## src/rtl/xci_pkg.sv

```systemverilog
package xci_pkg;

    localparam int CTRL_W_DEF  = 16;
    localparam int CNT_W_DEF   = 16;
    localparam int PTR_W_DEF   = 19;
    localparam int EN_EXT_POS  = 12;
    localparam int EN_INT_POS  = 10;
    localparam int SRC_N       = 2;

    typedef enum int {
        SRC_INT = 0,
        SRC_EXT = 1
    } src_idx_e;

    typedef logic [SRC_N-1:0] src_vec_t;

    typedef struct packed {
        logic dma_en;
        logic chain_en;
        logic fifo_empty;
        logic last_byte;
        logic wc_zero;
        logic dc_zero;
        logic cp_zero;
    } port_state_t;

    function automatic logic dma_finished(input port_state_t s);
        return s.dc_zero && (!s.chain_en || s.cp_zero);
    endfunction

    function automatic src_vec_t eval_conditions(input port_state_t s);
        src_vec_t c;
        if (s.dma_en) begin
            c[SRC_INT] = dma_finished(s);
            c[SRC_EXT] = dma_finished(s);
        end else begin
            c[SRC_INT] = s.wc_zero;
            c[SRC_EXT] = s.fifo_empty && s.last_byte;
        end
        return c;
    endfunction

endpackage

```

## src/rtl/xci_cond_eval.sv

```systemverilog
module xci_cond_eval
    import xci_pkg::*;
#(
    parameter int CNT_W = CNT_W_DEF,
    parameter int PTR_W = PTR_W_DEF
) (
    input  logic             dma_en,
    input  logic             chain_en,
    input  logic             txfifo_empty,
    input  logic             last_byte_sent,
    input  logic [CNT_W-1:0] word_count,
    input  logic [CNT_W-1:0] dma_count,
    input  logic [PTR_W-1:0] chain_ptr,
    output src_vec_t         cond_vec
);

    port_state_t st;

    always_comb begin
        st.dma_en     = dma_en;
        st.chain_en   = chain_en;
        st.fifo_empty = txfifo_empty;
        st.last_byte  = last_byte_sent;
        st.wc_zero    = (word_count == '0);
        st.dc_zero    = (dma_count == '0);
        st.cp_zero    = (chain_ptr == '0);
        cond_vec      = eval_conditions(st);
    end

endmodule

```

## src/rtl/xci_edge_detect.sv

```systemverilog
module xci_edge_detect
    import xci_pkg::*;
(
    input  logic     clk,
    input  logic     rst,
    input  src_vec_t cond_vec,
    output src_vec_t evt_vec
);

    for (genvar g = 0; g < SRC_N; g++) begin : g_src
        logic prev_q;

        always_ff @(posedge clk) begin
            if (rst) prev_q <= 1'b0;
            else     prev_q <= cond_vec[g];
        end

        assign evt_vec[g] = cond_vec[g] & ~prev_q;
    end

endmodule

```

## src/rtl/xci_status_ctl.sv

```systemverilog
module xci_status_ctl
    import xci_pkg::*;
(
    input  logic     clk,
    input  logic     rst,
    input  src_vec_t evt_vec,
    input  logic     rd_req,
    output logic     rd_stall,
    output logic     rd_ack,
    output src_vec_t rd_data,
    output src_vec_t stat_q
);

    logic     stalled_q;
    src_vec_t clr_vec;
    src_vec_t stat_d;

    always_comb begin
        rd_stall = rd_req & (|evt_vec) & ~stalled_q;
        rd_ack   = rd_req & ~rd_stall;
        clr_vec  = rd_ack ? stat_q : '0;
        rd_data  = rd_ack ? stat_q : '0;
        stat_d   = (stat_q & ~clr_vec) | evt_vec;
    end

    always_ff @(posedge clk) begin
        if (rst) begin
            stat_q    <= '0;
            stalled_q <= 1'b0;
        end else begin
            stat_q    <= stat_d;
            stalled_q <= rd_stall;
        end
    end

endmodule

```

## src/rtl/xci_irq_merge.sv

```systemverilog
module xci_irq_merge
    import xci_pkg::*;
#(
    parameter int CTRL_W = CTRL_W_DEF,
    parameter int EXT_POS = EN_EXT_POS,
    parameter int INT_POS = EN_INT_POS
) (
    input  logic [CTRL_W-1:0] ctrl_word,
    input  src_vec_t          stat_q,
    output logic              irq
);

    src_vec_t en_vec;

    assign en_vec[SRC_INT] = ctrl_word[INT_POS];
    assign en_vec[SRC_EXT] = ctrl_word[EXT_POS];

    assign irq = |(stat_q & en_vec);

endmodule

```

## src/rtl/xfer_cmpl_irq.sv

```systemverilog
module xfer_cmpl_irq
    import xci_pkg::*;
#(
    parameter int CTRL_W = CTRL_W_DEF,
    parameter int CNT_W  = CNT_W_DEF,
    parameter int PTR_W  = PTR_W_DEF
) (
    input  logic              clk,
    input  logic              rst,
    input  logic [CTRL_W-1:0] ctrl_word,
    input  logic              dma_en,
    input  logic              chain_en,
    input  logic              txfifo_empty,
    input  logic              last_byte_sent,
    input  logic [CNT_W-1:0]  word_count,
    input  logic [CNT_W-1:0]  dma_count,
    input  logic [PTR_W-1:0]  chain_ptr,
    input  logic              stat_rd,
    output logic              rd_stall,
    output logic              rd_ack,
    output logic [1:0]        rd_data,
    output logic [1:0]        stat_bits,
    output logic              irq
);

    src_vec_t cond_vec;
    src_vec_t evt_vec;
    src_vec_t stat_q;
    src_vec_t rd_vec;

    xci_cond_eval #(.CNT_W(CNT_W), .PTR_W(PTR_W)) u_cond (
        .dma_en         (dma_en),
        .chain_en       (chain_en),
        .txfifo_empty   (txfifo_empty),
        .last_byte_sent (last_byte_sent),
        .word_count     (word_count),
        .dma_count      (dma_count),
        .chain_ptr      (chain_ptr),
        .cond_vec       (cond_vec)
    );

    xci_edge_detect u_edge (
        .clk      (clk),
        .rst      (rst),
        .cond_vec (cond_vec),
        .evt_vec  (evt_vec)
    );

    xci_status_ctl u_stat (
        .clk      (clk),
        .rst      (rst),
        .evt_vec  (evt_vec),
        .rd_req   (stat_rd),
        .rd_stall (rd_stall),
        .rd_ack   (rd_ack),
        .rd_data  (rd_vec),
        .stat_q   (stat_q)
    );

    xci_irq_merge #(.CTRL_W(CTRL_W)) u_irq (
        .ctrl_word (ctrl_word),
        .stat_q    (stat_q),
        .irq       (irq)
    );

    assign rd_data   = rd_vec;
    assign stat_bits = stat_q;

endmodule

```

## config.mk

```make
export PLATFORM = sky130hd
export DESIGN_NAME = xfer_cmpl_irq
export DESIGN_NICKNAME = d
export VERILOG_FILES = /design/src/rtl/xci_pkg.sv /design/src/rtl/xci_cond_eval.sv /design/src/rtl/xci_edge_detect.sv /design/src/rtl/xci_status_ctl.sv /design/src/rtl/xci_irq_merge.sv /design/src/rtl/xfer_cmpl_irq.sv
export SDC_FILE = /design/constraint.sdc
export NUM_CORES = 1
export LEC_CHECK = 0
export ABC_AREA = 1
export BUFFER_PORTS_ARGS = -buffer_cell sky130_fd_sc_hd__clkbuf_2
export CORE_MARGIN = 3
export CORE_UTILIZATION = 26
export CTS_CLUSTER_SIZE = 25
export DETAILED_ROUTE_END_ITERATION = 8
export PLACE_DENSITY_LB_ADDON = 0.15
export SETUP_SLACK_MARGIN = 0.4
export SLEW_MARGIN = 15
export SYNTH_ARGS = -nofsm -noshare
export SYNTH_HDL_FRONTEND = slang
export SYNTH_SLANG_ARGS = --single-unit
```

## constraint.sdc

```tcl
create_clock -name clk -period 2.32 [get_ports clk]
set_input_delay 0 -clock clk [delete_from_list [all_inputs] [get_ports clk]]
set_output_delay 0 -clock clk [all_outputs]
set_load 0.05 [all_outputs]
```

==> summary.md <==
| Metric | Value |
|---|---|
| Mapped cell area | roughly 420 sq um |
| P&R area growth vs syn | 91.7% |
| Hold Path Class | input port to register |
| Initial antenna violation count | 0 |
| DRC viols | 0 |
| Yosys Warn Count | 0 |
| Top Layer Used | met3 |
| Final Cycle Share | 0.531 |
| Max Cap Viol | 0 |
| Layout Cells excl Fill | 162 |
| First-pass GRT wire length | 2160 um |
| Worst Hold Path EP | u_edge.g_src[1].prev_q |
| Die W | 46.2 um |
| Setup total negative slack | 0 ns |
| Gate Count Post-Synth | 76 |
| Layout cells sized above 1 | 0.517 |
| Final setup violation count | 0 |
| IO Count | 81 |
| Synth top area share | 0.295 |
| CTS tree | built |
| Hold WS | just over 0.08 ns |
| Largest net degree at the start of global routing | 6 |
| Tot Pwr | 0.312 mW |
| Vias in the first global route | 591 |
| Hold Crit Depth | 4 |
| Setup CP Type | register to output port |
| Syn Nets | 150 |
| Yosys reg bits | 5 |
| Post-Route WL | 1390 um |
| H-tree level count | 1 |
| Post-synthesis sequential area ratio | 0.238 |
| Met3 WL | 174 um |
| Clk sinks | 5 |
| Die area | 2140 sq um |
| Post-Syn Area per Cell | 5.53 sq um |
| Antenna Cells | 0 |
| Hold Crit Start | dma_en |
| Deepest clock path buffer count | 2 |
| Crit Reg-Reg Startpoint | u_edge.g_src[1].prev_q |
| Arrival @ worst endpoint | 1.23 ns |
| GPL Wtd Cong | between 0.7 and 0.8 |
| Clock transition at the registers of the reported paths | 0.04 ns |
| Worst-Skew Late Latency | between 0.2 and 0.25 ns |
| P per Cell Area | 387 nW/um^2 |
| Status | finished clean |
| WL/cell | 8.59 um |
| Max Clock Skew | 0.00378 ns |
| Worst slew margin | 0.810 |
| Cell taking the most area after synthesis | nor2_1 |
| Worst-path fanout max | 5 |
| Number of post-CTS setup repair buffers | 0 |
| Detail Route Antenna Nets | 0 |
| Port Buffers | 66 |
| CTS root buf | clkbuf_4 |
| CP Launch Type | register |
| DR vias | 678 |
| Initial Util | 0.301 |
| Leak Pwr | 0.491 nW |
| Worst-Margin Slew | 0.286 ns |
| Unrepaired setup endpoints after global routing | no |
| R2R depth | 7 |
| Fin crit period | 1.23 ns |
| Reg2reg end | u_stat.stat_q[1] |
| Inserted Clock Buffers | 3 |
| Synth area leaders | nor2_1 29%, dfxtp_1 24%, nand2_1 12% |
| Final count of pins violating max slew | 0 |
| Fmax | between 800 and 900 MHz |
| Gr ovfl total | 0 |
| WL met1 | 452 um |
| Vias per cell | 4.19 |
| Detailed Place HPWL | 1300 um |
| Met2 WL | 765 um |
| Worst path required time | roughly 2.3 ns |
| Cells after DPL | 157 |
| Core ar. | 1400 sq um |
| FP Rows | 13 |
| Yosys cell types | 14 |
| Peak supply drop | 0.333 mV |
| TritonRoute pass-1 iters | 4 |
| DIE HEIGHT | about 46 um |
| GRT Util Overall | 0.137 |
| Fin nets | 222 |
| Register-to-register setup slack | 1.44 ns |
| Core Util, Final | 0.576 |
| CP Capture Type | output port |
| Final hold vios | 0 |
| DRT iter0 DRCs | 7 |
==> metal layers <==
metal  GRT usage  vias to the layer above
li1            -                      377
met1       0.136                      269
met2       0.272                       32
met3      0.0469                        0
met4      0.0170                        0
met5           0                        -
==> state kept, by name, summed over array words and instances (netlist names) <==
name                 flops
u_stat.stat_q            2
u_stat.stalled_q         1
u_edge.g_src.prev_q      2
==> cells by family after synthesis <==
| group | share of synthesized area |
|---|---|
| AND/OR/NAND/NOR | 0.616 |
| buffers and inverters | 0.0804 |
| AO/OA/AOI/OAI | 0.0655 |
| flip-flops | 0.238 |
==> cell usage after synthesis <==
cell type,n
a21oi_1,2
inv_1,9
nand2_4,1
nand2_2,2
nor2_2,1
nor2_1,33
nand3_2,2
nand2_1,13
o21ai_2,1
dfxtp_1,5
and2_0,1
nand3_1,1
nand4_1,4
a22o_1,1
==> cell type report <==
class                      instances  area [sq um]
tap                               15          18.8
clock buffer                       4          26.3
sequential                         5           100
multi-input combinational         62           287
inverter                           9          33.8
timing repair buffer              67           340
fill                             153           593
==> report_power, final <==
part	total, mW	leakage (nW)	switching (mW)	internal [mW]
combinational	0.118	0.435	0.0631	0.0553
clock	0.0996	0.0150	0.0346	0.0650
sequential	0.0937	0.0411	0.00274	0.0909
total	0.312	0.491	0.100	0.211
==> worst max-delay path, stage by stage (launching register included) <==
cell	delay [ns]
dfxtp_1	0.30
inv_1	0.04
nand3_2	0.07
nand2_1	0.06
nand2_2	0.09
nand2_4	0.07
nor2_1	0.08
clkbuf_2	0.28
==> cells in the final DEF (no fill, tap or decap), drive strengths merged <==
master | Yosys | routed
a21oi | 2 | 2
a22o | 1 | 1
and2 | 1 | 1
clkbuf | 0 | 70
dfxtp | 5 | 5
dlygate4sd3 | 0 | 1
inv | 9 | 9
nand2 | 16 | 16
nand3 | 3 | 3
nand4 | 4 | 4
nor2 | 34 | 34
o21ai | 1 | 1
==> worst max path at each step <==
stage | start | end | slack (ns) | cells after the start
floorplan | u_stat.stat_q[1] | rd_data[1] | 0.92 | 2
global placement | chain_ptr[17] | rd_data[1] | 1.12 | 14
detailed placement | chain_ptr[5] | rd_data[1] | 1.08 | 14
CTS | u_edge.g_src[1].prev_q | rd_data[1] | 1.07 | 7
global route | chain_ptr[9] | rd_ack | 0.94 | 14
finish | u_edge.g_src[1].prev_q | rd_data[1] | 1.09 | 7
==> through the flow <==
step	worst slack, ns	area (sq um)
floorplan	0.923	420
global placement	1.12	769
detailed placement	1.08	769
CTS	1.07	806
global route	0.935	806
finish	1.09	806
==> repair_timing <==
item | 4_1_cts | 5_1_grt
resized for setup | 0 | 0
hold endpoints to repair | 5 | 0
hold buffers | 1 | 0
No activity file was read; power rests on OpenSTA's default activity.
